**src/rtl/tmr_irq_pkg.sv**
```systemverilog
package tmr_irq_pkg;
  localparam int unsigned NUM_SRC = 5;
  localparam int unsigned NUM_CMP = 3;
  localparam int unsigned REG_W   = 8;

  localparam int unsigned SRC_OVF = 0;
  localparam int unsigned SRC_CMP = 1;  // first compare channel
  localparam int unsigned SRC_CAP = SRC_CMP + NUM_CMP;

  typedef logic [NUM_SRC-1:0] src_vec_t;

  // bit position of each source in the register byte
  function automatic int unsigned src_pos(int unsigned idx);
    return (idx == SRC_CAP) ? 5 : idx;
  endfunction
endpackage

```
**src/rtl/tmr_evt_qual.sv**
```systemverilog
module tmr_evt_qual
  import tmr_irq_pkg::*;
#(
  parameter int unsigned N_CMP = NUM_CMP
) (
  input  logic             clk_i,
  input  logic             rst_ni,
  input  logic             tick_i,
  input  logic [N_CMP-1:0] cmp_match_i,
  input  logic [N_CMP-1:0] force_cmp_i,
  input  logic             ovf_evt_i,
  input  logic             top_evt_i,
  input  logic             cap_is_top_i,
  input  logic             cap_evt_i,
  output src_vec_t         set_o
);
  logic [N_CMP-1:0] pend_q;

  for (genvar c = 0; c < N_CMP; c++) begin : g_cmp
    // match sampled on one tick, flagged on the next
    always_ff @(posedge clk_i or negedge rst_ni) begin
      if (!rst_ni)     pend_q[c] <= 1'b0;
      else if (tick_i) pend_q[c] <= cmp_match_i[c] & ~force_cmp_i[c];
    end
    assign set_o[SRC_CMP+c] = tick_i & pend_q[c];
  end

  assign set_o[SRC_OVF] = tick_i & ovf_evt_i;
  assign set_o[SRC_CAP] = cap_evt_i | (tick_i & top_evt_i & cap_is_top_i);
endmodule

```
**src/rtl/tmr_flag_bank.sv**
```systemverilog
module tmr_flag_bank
  import tmr_irq_pkg::*;
#(
  parameter int unsigned N = NUM_SRC
) (
  input  logic         clk_i,
  input  logic         rst_ni,
  input  logic [N-1:0] set_i,
  input  logic [N-1:0] clr_i,
  output logic [N-1:0] flag_o
);
  for (genvar i = 0; i < N; i++) begin : g_flag
    // set dominates clear
    always_ff @(posedge clk_i or negedge rst_ni) begin
      if (!rst_ni)       flag_o[i] <= 1'b0;
      else if (set_i[i]) flag_o[i] <= 1'b1;
      else if (clr_i[i]) flag_o[i] <= 1'b0;
    end
  end
endmodule

```
**src/rtl/tmr_reg_port.sv**
```systemverilog
module tmr_reg_port
  import tmr_irq_pkg::*;
#(
  parameter int unsigned N = NUM_SRC,
  parameter int unsigned W = REG_W
) (
  input  logic         clk_i,
  input  logic         rst_ni,
  input  logic         we_i,
  input  logic         addr_i,
  input  logic [W-1:0] wdata_i,
  input  logic [N-1:0] flag_i,
  output logic [N-1:0] w1c_o,
  output logic [N-1:0] en_o,
  output logic [W-1:0] rdata_o
);
  logic [N-1:0] wsrc;
  logic [W-1:0] flag_byte, en_byte;

  for (genvar i = 0; i < N; i++) begin : g_map
    localparam int unsigned P = src_pos(i);
    assign wsrc[i] = wdata_i[P];
    always_ff @(posedge clk_i or negedge rst_ni) begin
      if (!rst_ni)               en_o[i] <= 1'b0;
      else if (we_i && addr_i)   en_o[i] <= wsrc[i];
    end
  end

  always_comb begin
    flag_byte = '0;
    en_byte   = '0;
    for (int unsigned i = 0; i < N; i++) begin
      flag_byte[src_pos(i)] = flag_i[i];
      en_byte[src_pos(i)]   = en_o[i];
    end
  end

  assign w1c_o   = (we_i && !addr_i) ? wsrc : '0;
  assign rdata_o = addr_i ? en_byte : flag_byte;
endmodule

```
**src/rtl/tmr_irq_flags.sv**
```systemverilog
module tmr_irq_flags
  import tmr_irq_pkg::*;
(
  input  logic               clk_i,
  input  logic               rst_ni,
  input  logic               tick_i,
  input  logic               cap_evt_i,
  input  logic               top_evt_i,
  input  logic               cap_is_top_i,
  input  logic [NUM_CMP-1:0] cmp_match_i,
  input  logic [NUM_CMP-1:0] force_cmp_i,
  input  logic               ovf_evt_i,
  input  logic               bus_we_i,
  input  logic               bus_addr_i,
  input  logic [REG_W-1:0]   bus_wdata_i,
  output logic [REG_W-1:0]   bus_rdata_o,
  input  logic [NUM_SRC-1:0] ack_i,
  input  logic               gie_i,
  output logic [NUM_SRC-1:0] irq_o
);
  src_vec_t set_v, w1c_v, flag_q, en_q;

  tmr_evt_qual #(.N_CMP(NUM_CMP)) u_qual (
    .clk_i, .rst_ni, .tick_i, .cmp_match_i, .force_cmp_i, .ovf_evt_i,
    .top_evt_i, .cap_is_top_i, .cap_evt_i, .set_o(set_v)
  );

  tmr_flag_bank #(.N(NUM_SRC)) u_bank (
    .clk_i, .rst_ni, .set_i(set_v), .clr_i(w1c_v | ack_i), .flag_o(flag_q)
  );

  tmr_reg_port #(.N(NUM_SRC), .W(REG_W)) u_regs (
    .clk_i, .rst_ni, .we_i(bus_we_i), .addr_i(bus_addr_i), .wdata_i(bus_wdata_i),
    .flag_i(flag_q), .w1c_o(w1c_v), .en_o(en_q), .rdata_o(bus_rdata_o)
  );

  assign irq_o = flag_q & en_q & {NUM_SRC{gie_i}};
endmodule

```
**config.mk**
```make
export PLATFORM = sky130hd
export DESIGN_NAME = tmr_irq_flags
export DESIGN_NICKNAME = d
export VERILOG_FILES = /design/src/rtl/tmr_irq_pkg.sv /design/src/rtl/tmr_evt_qual.sv /design/src/rtl/tmr_flag_bank.sv /design/src/rtl/tmr_reg_port.sv /design/src/rtl/tmr_irq_flags.sv
export SDC_FILE = /design/constraint.sdc
export NUM_CORES = 1
export LEC_CHECK = 0
export BUFFER_PORTS_ARGS = -buffer_cell sky130_fd_sc_hd__buf_2
export CAP_MARGIN = 5
export CORE_MARGIN = 2
export CORE_UTILIZATION = 37
export DETAILED_ROUTE_END_ITERATION = 10
export PLACE_DENSITY = 0.82
export SETUP_SLACK_MARGIN = 0.3
export SYNTH_ARGS = -nofsm -noshare
export SYNTH_HDL_FRONTEND = slang
export SYNTH_SLANG_ARGS = --single-unit
```
**constraint.sdc**
```tcl
create_clock -name clk_i -period 0.8 [get_ports clk_i]
set_clock_uncertainty 0.1 [all_clocks]
set_input_delay 0.16 -clock clk_i [delete_from_list [all_inputs] [get_ports clk_i]]
set_output_delay 0.16 -clock clk_i [all_outputs]
set_load 0.05 [all_outputs]
```
==> impl_metrics.csv, run 1 <==
group,metric,value,unit
outcome,outcome,"finished with violations",
outcome,violations,"negative hold slack, negative setup slack",
synthesis,ys_ff_latch,13,
worst_setup_path,r2r-start,"u_bank.flag_o[1]$_DFFE_PN0P_",
finish,fill_cells,125,
synthesis,synth.top_cells.by_area,"dfrtp_1 49%, mux2_2 17%, a32o_1 6.0%",
clock_network,cts.clk_slew.worst_paths,0.07,ns
finish,antennaDiodeCount,0,
synthesis,synthDominantCellAreaShare,48.5,%
routing,vias,602,
job,cap_viol_max_count,0,
finish,multi_input_area,352,µm²
finish,drive_gt1_share,60.4,%
global_routing,antenna_found_initial,0,
routing,avgViaCountPerCell,4.60,
clock_network,clockBufferDepth,2,
global_routing,grt_max_degree,14,
die,start_util,39.3,%
global_routing,grt_pass1_wl,2300,µm
routing,drtIter0Drc,11,
routing,drtAntennaViolNets,0,
timing,whs,-0.337,ns
synthesis,netlist-cell-type-count,17,
finish,layout_commonest_cell,"buf_2",
die,fp.dieArea,0.00217,mm²
finish,synthToLayoutAreaGrowth,65.1,%
global_routing,grt.overflow.total,0,
synthesis,avgSynthCellArea,11.2,µm²
pwr,ir_drop,0.956,mV
worst_setup_path,critPathKind,"register to primary output",
pwr,power_leakage,0.000585,µW
synthesis,synth.largest_area_cell,"dfrtp_1",
die,die_w,46.6,µm
routing,wl,1600,µm
worst_setup_path,required,0.54,ns
finish,seqCellArea,325,µm²
synthesis,synth_cells,60,
placed_design,post-place-ws,-0.411,ns
timing,hold_viol_final,17,
routing,wl_per_cell,12.2,µm
clock_network,cts.sinks,13,
finish,nNetsFinal,136,
clock_network,cts_max_level,1,
timing,slew_violations,0,
timing,rsz0062_at_grt,"true",
routing,drc,0,
worst_setup_path,cp-end-kind,"primary output",
global_routing,grt_pass1_vias,548,
clock_network,clock_latency,0.27,ns
synthesis,synth_seq_area_share,48.5,%
worst_setup_path,start_kind,"register",
clock_network,clock-root-buffer,"clkbuf_4",
worst_setup_path,cp_data_arrival_time,1.11,ns
routing,dr.pass1.iters,2,
worst_setup_path,r2r_setup_slack,-0.35,ns
pwr,finalPower,1940,µW
global_routing,grtUsageTotal,15.9,%
finish,final_cell_mix,"25 x buf_2, 13 x dfrtp_1, 11 x buf_6",
clock_network,cts_buffers,3,
timing,max_freq,730,MHz
die,core_area,0.00171,mm²
worst_setup_path,rr_endpoint,"u_bank.flag_o[1]$_DFFE_PN0P_",
pwr,power.density,1750,mW/mm²
clock_network,cts_tree,"built",
synthesis,syn_area,671,µm²
die,rows,15,
die,io_pins,42,
worst_hold_path,hp-class,"input port to asynchronous set/reset pin",
die,die_y,46.6,µm
placed_design,port_buffers,35,
synthesis,synth_warnings,0,
placed_design,gp_congestion,0.697,
timing,fin_crit,1.37,ns
worst_setup_path,critPathMaxFanout,3,
worst_setup_path,r2r_cells,4,
timing,finalCritPeriodShare,171,%
timing,setup_slack,-0.570,ns
timing,setup_viol,19,
## Yosys cell counts
master and n:
nand2_1 3, nand2_2 1, nand2b_1 1, dfrtp_1 13
a31oi_1 1, mux2_2 10, a32o_1 4, buf_6 1
inv_1 7, and3b_1 1, buf_2 1, and3_1 5
nand3b_1 4, o22ai_1 3, buf_4 3, o21ai_1 1
conb_1 1
## report_power, final
part / switching (µW) / internal (µW) / total, µW
Sequential: 57.5 / 729 / 787
Clock: 201 / 193 / 394
Combinational: 374 / 385 / 759
## sequential cells by signal (all words and copies together) (netlist names)
register and cells:
u_bank.flag_o 5, u_qual.pend_q 3, u_regs.en_o 5
## metrics by stage
stage	TNS [ns]	std cells	cell area, µm²	utilization [%]
2_1_floorplan	-1.94	62	736	-
3_3_place_gp	-5.46	120	917	53.7
3_5_place_dp	-5.69	120	917	53.7
4_1_cts	-6.48	127	1050	61.8
5_1_grt	-7.43	131	1110	64.8
6_report	-6.75	131	1110	64.8
## worst max-delay path: stages (launching register included)
cell and delay, ns:
dfrtp_1 0.41, mux2_4 0.28, buf_6 0.15
## worst max path at each step
| stage | to | start | depth (start not counted) |
|---|---|---|---|
| 5_1_grt | bus_rdata_o[1] | u_bank.flag_o[1]$_DFFE_PN0P_ | 2 |
| 4_1_cts | bus_rdata_o[1] | u_bank.flag_o[1]$_DFFE_PN0P_ | 2 |
| 3_5_place_dp | bus_rdata_o[5] | bus_addr_i | 3 |
| 2_1_floorplan | bus_rdata_o[5] | u_bank.flag_o[4]$_DFFE_PN0P_ | 1 |
| 6_report | bus_rdata_o[3] | u_bank.flag_o[3]$_DFFE_PN0P_ | 2 |
| 3_3_place_gp | bus_rdata_o[3] | bus_addr_i | 3 |
## final cells by class
cell class	instances	area share (%)
Clock buffer	4	2.37
Inverter	7	2.37
Multi-Input combinational cell	37	31.8
Sequential cell	13	29.4
Tap cell	25	2.82
Timing Repair Buffer	45	31.3
## per-layer routing
| layer | vias up | wire length, µm | GRT usage (%) |
|---|---|---|---|
| met3 | 0 | 117 | 4.71 |
| li1 | 297 | - | - |
| met1 | 276 | 703 | 18.9 |
| met4 | 0 | 0 | 8.57 |
| met5 | - | 0 | 0 |
| met2 | 29 | 774 | 25.6 |
## timing repair
action / CTS / global route
setup buffers: 3 / 4
resized for setup: 27 / 6
cloned: 0 / 0
endpoints found under the setup margin: 23 / 23
endpoints found under the hold margin: 17 / 17
pin swaps: 3 / 1
## logic make-up after synthesis
logic type,count (synthesis),share of synthesized area (%)
simple gates,15,14.0
other cells,1,0.559
buf+inv,12,9.70
flops,13,48.5
mux,10,16.8
compound gates,9,10.4
Power figures use the tool's default switching activity.
==> run 2, diff against run 1 <==
- MAX_ROUTING_LAYER: not set -> met4
==> run 2 against run 1 <==
Compared with the run above:
- the flow still finishes with violations (negative hold slack, negative setup slack)
- first-iteration DRC count fell by 18%
- cell area did not move
- largest power group unchanged
- worst hold slack got worse by 0.0013 ns
- critical path depth did not move
- global-route usage rose by 0.21 points
- worst setup slack barely moved
- highest routed layer unchanged
- non-clock buffer count did not move
- power barely moved
- wire length fell by 0.25%
- critical path type unchanged
==> impl_metrics.csv, run 2 (synthesis gave the netlist of run 1 again) <==
group,metric,value,unit
clock_network,cts_tree,"built",
finish,antennaDiodeCount,0,
clock_network,cts_buffers,3,
global_routing,antenna_found_initial,0,
timing,slew_violations,0,
timing,setup_slack,-0.570,ns
finish,final_cells,131,
die,rows,15,
die,fp.dieArea,0.00217,mm²
clock_network,cts.sinks,13,
job,cap_viol_max_count,0,
outcome,violations,"negative hold slack, negative setup slack",
timing,setup_viol,19,
clock_network,cts_max_level,1,
finish,nNetsFinal,136,
die,io_pins,42,
worst_setup_path,cp-end-kind,"primary output",
die,die_y,46.6,µm
global_routing,grt_pass1_vias,551,
worst_setup_path,crit_family,"flip-flops",
worst_setup_path,r2r_setup_slack,-0.35,ns
placed_design,gp_congestion,0.705,
die,core_area,0.00171,mm²
clock_network,clock-root-buffer,"clkbuf_4",
worst_hold_path,hp-class,"input port to asynchronous set/reset pin",
pwr,power_leakage,0.000585,µW
finish,final_cell_area,0.00111,mm²
pwr,ir_drop,0.956,mV
clock_network,clock_latency,0.27,ns
routing,drtAntennaViolNets,0,
timing,finalCritPeriodShare,171,%
timing,max_freq,730,MHz
worst_setup_path,critPathMaxFanout,3,
placed_design,port_buffers,35,
finish,utilization,64.8,%
worst_setup_path,critPathMaxStageDelay,0.41,ns
outcome,outcome,"finished with violations",
timing,whs,-0.338,ns
routing,m1WireLength,703,µm
timing,hold_viol_final,17,
global_routing,grtUsageTotal,16.1,%
routing,drc,0,
routing,met3WireLength,118,µm
routing,wl,1590,µm
routing,wl_per_cell,12.2,µm
clock_network,clockBufferDepth,2,
worst_setup_path,required,0.54,ns
global_routing,grt_max_degree,14,
routing,wl_met2,770,µm
pwr,power.density,1750,mW/mm²
worst_setup_path,crit_chain,"mux2_4 -> buf_6",
finish,reg.largest.list,"u_bank.flag_o (5), u_regs.en_o (5), u_qual.pend_q (3)",
die,start_util,39.3,%
finish,drive_gt1_share,60.4,%
finish,synthToLayoutAreaGrowth,65.1,%
worst_setup_path,cp.buffers_inverters,1,
placed_design,dpl_cell_area,917,µm²
worst_setup_path,critPathKind,"register to primary output",
clock_network,cts.clk_slew.worst_paths,0.07,ns
timing,rsz0062_at_grt,"true",
die,die_w,46.6,µm
worst_setup_path,cp_data_arrival_time,1.11,ns
routing,top_layer,"met3",
placed_design,post-place-ws,-0.411,ns
routing,vias,600,
worst_setup_path,cp_slowest_cell,"dfrtp_1",
timing,fin_crit,1.37,ns
finish,final_cell_mix,"25 x buf_2, 13 x dfrtp_1, 11 x buf_6",
routing,avgViaCountPerCell,4.58,
placed_design,place_inst,120,
finish,layout_commonest_cell,"buf_2",
global_routing,grt_pass1_wl,2280,µm
worst_setup_path,start_kind,"register",
routing,dr.pass1.iters,2,
global_routing,grt.overflow.total,0,
routing,drtIter0Drc,9,
[run 2: cell counts in the layout (fill, tap and decap cells not counted)]
No cell type changed its count.
[run 2: path summary, 6_finish.rpt]
check | cells after the start | to | startpoint
max in group asynchronous | 1 | u_regs.en_o[3]$_DFFE_PN0P_ | rst_ni
max | 2 | bus_rdata_o[3] | u_bank.flag_o[3]$_DFFE_PN0P_
min | 1 | u_regs.en_o[4]$_DFFE_PN0P_ | rst_ni
min in group clk_i | 2 | u_qual.pend_q[1]$_DFFE_PN0P_ | force_cmp_i[1]
max reg2reg | 4 | u_bank.flag_o[1]$_DFFE_PN0P_ | u_bank.flag_o[1]$_DFFE_PN0P_
min reg2reg | 1 | u_bank.flag_o[2]$_DFFE_PN0P_ | u_qual.pend_q[1]$_DFFE_PN0P_
[run 2: cell type report]
class / count / area (µm²)
inverters: 7 / 26.3
fillers: 125 / 601
repair buffers: 45 / 347
multi-input cells: 37 / 352
clock buffers: 4 / 26.3
well taps: 25 / 31.3
flip-flops and latches: 13 / 325
[run 2: through the flow]
step | total power [µW] | TNS (ns)
after floorplan | 1220 | -1.94
after global placement | 1360 | -5.46
after detailed placement | 1380 | -5.69
after CTS | 1900 | -6.48
after global routing | 2050 | -7.38
final | 1940 | -6.75
[run 2: metal layers]
metal,up-vias,global-route usage (%)
met3,0,3.53
met1,274,18.9
met4,0,8.57
li1,297,-
met5,-,-
met2,29,25.6
[run 2: what timing repair did]
action	in CTS	in global routing
pin swaps	3	1
buffers inserted	3	4
endpoints found under the setup margin	23	23
resized for setup	27	6
endpoints found under the hold margin	17	16
[run 2: worst register-to-register path, cell delays in order (launching register included)]
cell and delay, ns:
dfrtp_1 0.40, buf_4 0.14, buf_6 0.10, buf_6 0.10, a32o_1 0.20
[run 2: where the power goes]
| part | switching, µW | internal (µW) | total, µW |
|---|---|---|---|
| Sequential | 57.6 | 729 | 787 |
| Clock | 201 | 193 | 394 |
| Combinational | 374 | 385 | 759 |
==> run 3, diff against run 2 <==
==> constraint.sdc (replaced) <==
create_clock -name clk_i -period 0.8 [get_ports clk_i]
set_clock_uncertainty 0.1 [all_clocks]
set_input_delay 0.04 -clock clk_i [delete_from_list [all_inputs] [get_ports clk_i]]
set_output_delay 0.04 -clock clk_i [all_outputs]
set_load 0.05 [all_outputs]
==> run 3 against run 2 <==
Compared with the run above:
- the run still ends with negative hold slack, negative setup slack left
- combinational power shrank 5.5%
- cell area shrank 3.2%
- count of clock-buffer cells in the layout is the same
- final cell count shrank 2.3%
- via count shrank 0.17%
- register-to-register slack gained 0.08 ns
- sequential cell count is the same
- non-clock buffer count shrank 3
- sequential share of layout area grew 0.96 points
- clock power grew 2%
- die area is the same
- critical endpoint is now bus_rdata_o[0]
==> impl_metrics.csv, run 3 (synthesis gave the netlist of run 1 again) <==
group,metric,value,unit
routing,wl_per_cell,12.4,µm
worst_setup_path,crit_start,"u_regs.en_o[0]$_DFFE_PN0P_",
die,fp.dieArea,0.00217,mm²
worst_setup_path,critPathMaxFanout,3,
finish,final_cell_mix,"25 x buf_2, 13 x dfrtp_1, 10 x mux2_4",
finish,antennaDiodeCount,0,
clock_network,cts_buffers,3,
timing,hold_viol_final,26,
worst_setup_path,critPathKind,"register to primary output",
timing,rsz0062_at_grt,"true",
worst_setup_path,cp_slowest_cell,"dfrtp_1",
outcome,outcome,"finished with violations",
timing,finalCritPeriodShare,155,%
worst_setup_path,cp-endpoint,"bus_rdata_o[0]",
die,core_area,0.00171,mm²
finish,synthToLayoutAreaGrowth,59.9,%
routing,avgViaCountPerCell,4.68,
timing,slew_violations,0,
finish,utilization,62.8,%
finish,nNetsFinal,133,
clock_network,clockBufferDepth,2,
routing,vias,599,
clock_network,cts_max_level,1,
worst_setup_path,r2r-start,"u_bank.flag_o[2]$_DFFE_PN0P_",
timing,fin_crit,1.24,ns
placed_design,port_buffers,35,
pwr,power.density,1780,mW/mm²
worst_setup_path,start_kind,"register",
clock_network,clock-root-buffer,"clkbuf_4",
global_routing,grt_max_degree,14,
worst_hold_path,hp-class,"input port to asynchronous set/reset pin",
timing,setup_viol,19,
pwr,power_leakage,0.000562,µW
pwr,ir_drop,0.903,mV
die,start_util,39.3,%
global_routing,antenna_found_initial,0,
clock_network,cts_tree,"built",
die,die_y,46.6,µm
routing,drc,0,
worst_setup_path,cp_data_arrival_time,1.10,ns
global_routing,grt_pass1_wl,2460,µm
finish,multi_input_area,350,µm²
worst_setup_path,required,0.66,ns
routing,drtIter0Drc,3,
global_routing,grt_pass1_vias,570,
finish,reg.largest.list,"u_bank.flag_o (5), u_regs.en_o (5), u_qual.pend_q (3)",
worst_setup_path,r2r_setup_slack,-0.27,ns
finish,seqCellArea,325,µm²
die,io_pins,42,
outcome,violations,"negative hold slack, negative setup slack",
worst_setup_path,rr_endpoint,"u_bank.flag_o[2]$_DFFE_PN0P_",
routing,wl,1590,µm
worst_setup_path,cp-end-kind,"primary output",
global_routing,grtUsageTotal,17.1,%
finish,fill_cells,146,
routing,drtAntennaViolNets,0,
worst_setup_path,critPathMaxStageDelay,0.41,ns
placed_design,hpwl,1070,µm
die,die_w,46.6,µm
die,rows,15,
routing,dr.pass1.iters,2,
worst_setup_path,crit_chain,"mux2_4 -> buf_6",
worst_setup_path,r2r_cells,3,
finish,layout_commonest_cell,"buf_2",
clock_network,cts.clk_slew.worst_paths,0.08,ns
clock_network,clock_latency,0.27,ns
timing,setup_slack,-0.444,ns
clock_network,cts.sinks,13,
global_routing,grt.overflow.total,0,
timing,max_freq,804,MHz
placed_design,gp_congestion,0.799,
timing,whs,-0.462,ns
finish,drive_gt1_share,60.2,%
job,cap_viol_max_count,0,
[run 3: cell types whose count changed in the layout (fill, tap and decap cells not counted)]
cell,delta
nand2_2,+1
o21ai_1,-1
buf_6,-3
o21ai_2,+1
nand2_4,-1
[run 3: worst min-delay path by stage]
stage / to / slack [ns] / cells past startpoint
6_report: u_regs.en_o[0]$_DFFE_PN0P_ / -0.46 / 1
5_1_grt: u_regs.en_o[0]$_DFFE_PN0P_ / -0.46 / 1
4_1_cts: u_bank.flag_o[2]$_DFFE_PN0P_ / -0.46 / 1
3_5_place_dp: u_bank.flag_o[2]$_DFFE_PN0P_ / -0.16 / 1
3_3_place_gp: u_bank.flag_o[2]$_DFFE_PN0P_ / -0.16 / 1
2_1_floorplan: u_bank.flag_o[0]$_DFFE_PN0P_ / -0.36 / 0
[run 3: timing repair]
item	CTS	global route
endpoints found under the hold margin	26	26
endpoints found under the setup margin	23	23
pin swaps	1	3
gates resized for setup	27	4
buffers inserted	2	3
[run 3: routing by layer]
| layer | part of all wire [%] | vias up | wire [µm] | GRT usage (%) |
|---|---|---|---|---|
| met5 | 0 | - | 0 | - |
| met4 | 0 | 0 | 0 | 8.57 |
| met3 | 6.8 | 0 | 109 | 2.35 |
| met2 | 50 | 28 | 791 | 28.6 |
| met1 | 43 | 276 | 691 | 19.8 |
| li1 | - | 295 | - | - |
[run 3: worst max-delay path, delay by kind of cell, from the launching register on]
family | cells | cell delay, ns
flops | 1 | 0.41
mux | 1 | 0.27
buf+inv | 1 | 0.15
[run 3: stage by stage]
stage	power (µW)	cell area, µm²	setup WS (ns)	setup TNS, ns	instances
floorplan	1220	722	-0.0512	-0.469	62
global placement	1350	905	-0.216	-2.82	119
detailed placement	1360	905	-0.247	-3.18	119
CTS	1880	1030	-0.449	-4.82	125
global route	2020	1070	-0.487	-5.75	128
finish	1900	1070	-0.444	-5.08	128
[run 3: power breakdown]
part	internal (µW)	total (µW)	switching [µW]
Sequential	729	784	55.2
Combinational	351	717	366
Clock	193	402	209
[run 3: layout make-up]
type,instances,area share (%)
Multi-Input combinational cell,37,32.7
Sequential cell,13,30.3
Timing Repair Buffer,42,29.2
Tap cell,25,2.92
Clock buffer,4,2.45
Inverter,7,2.45
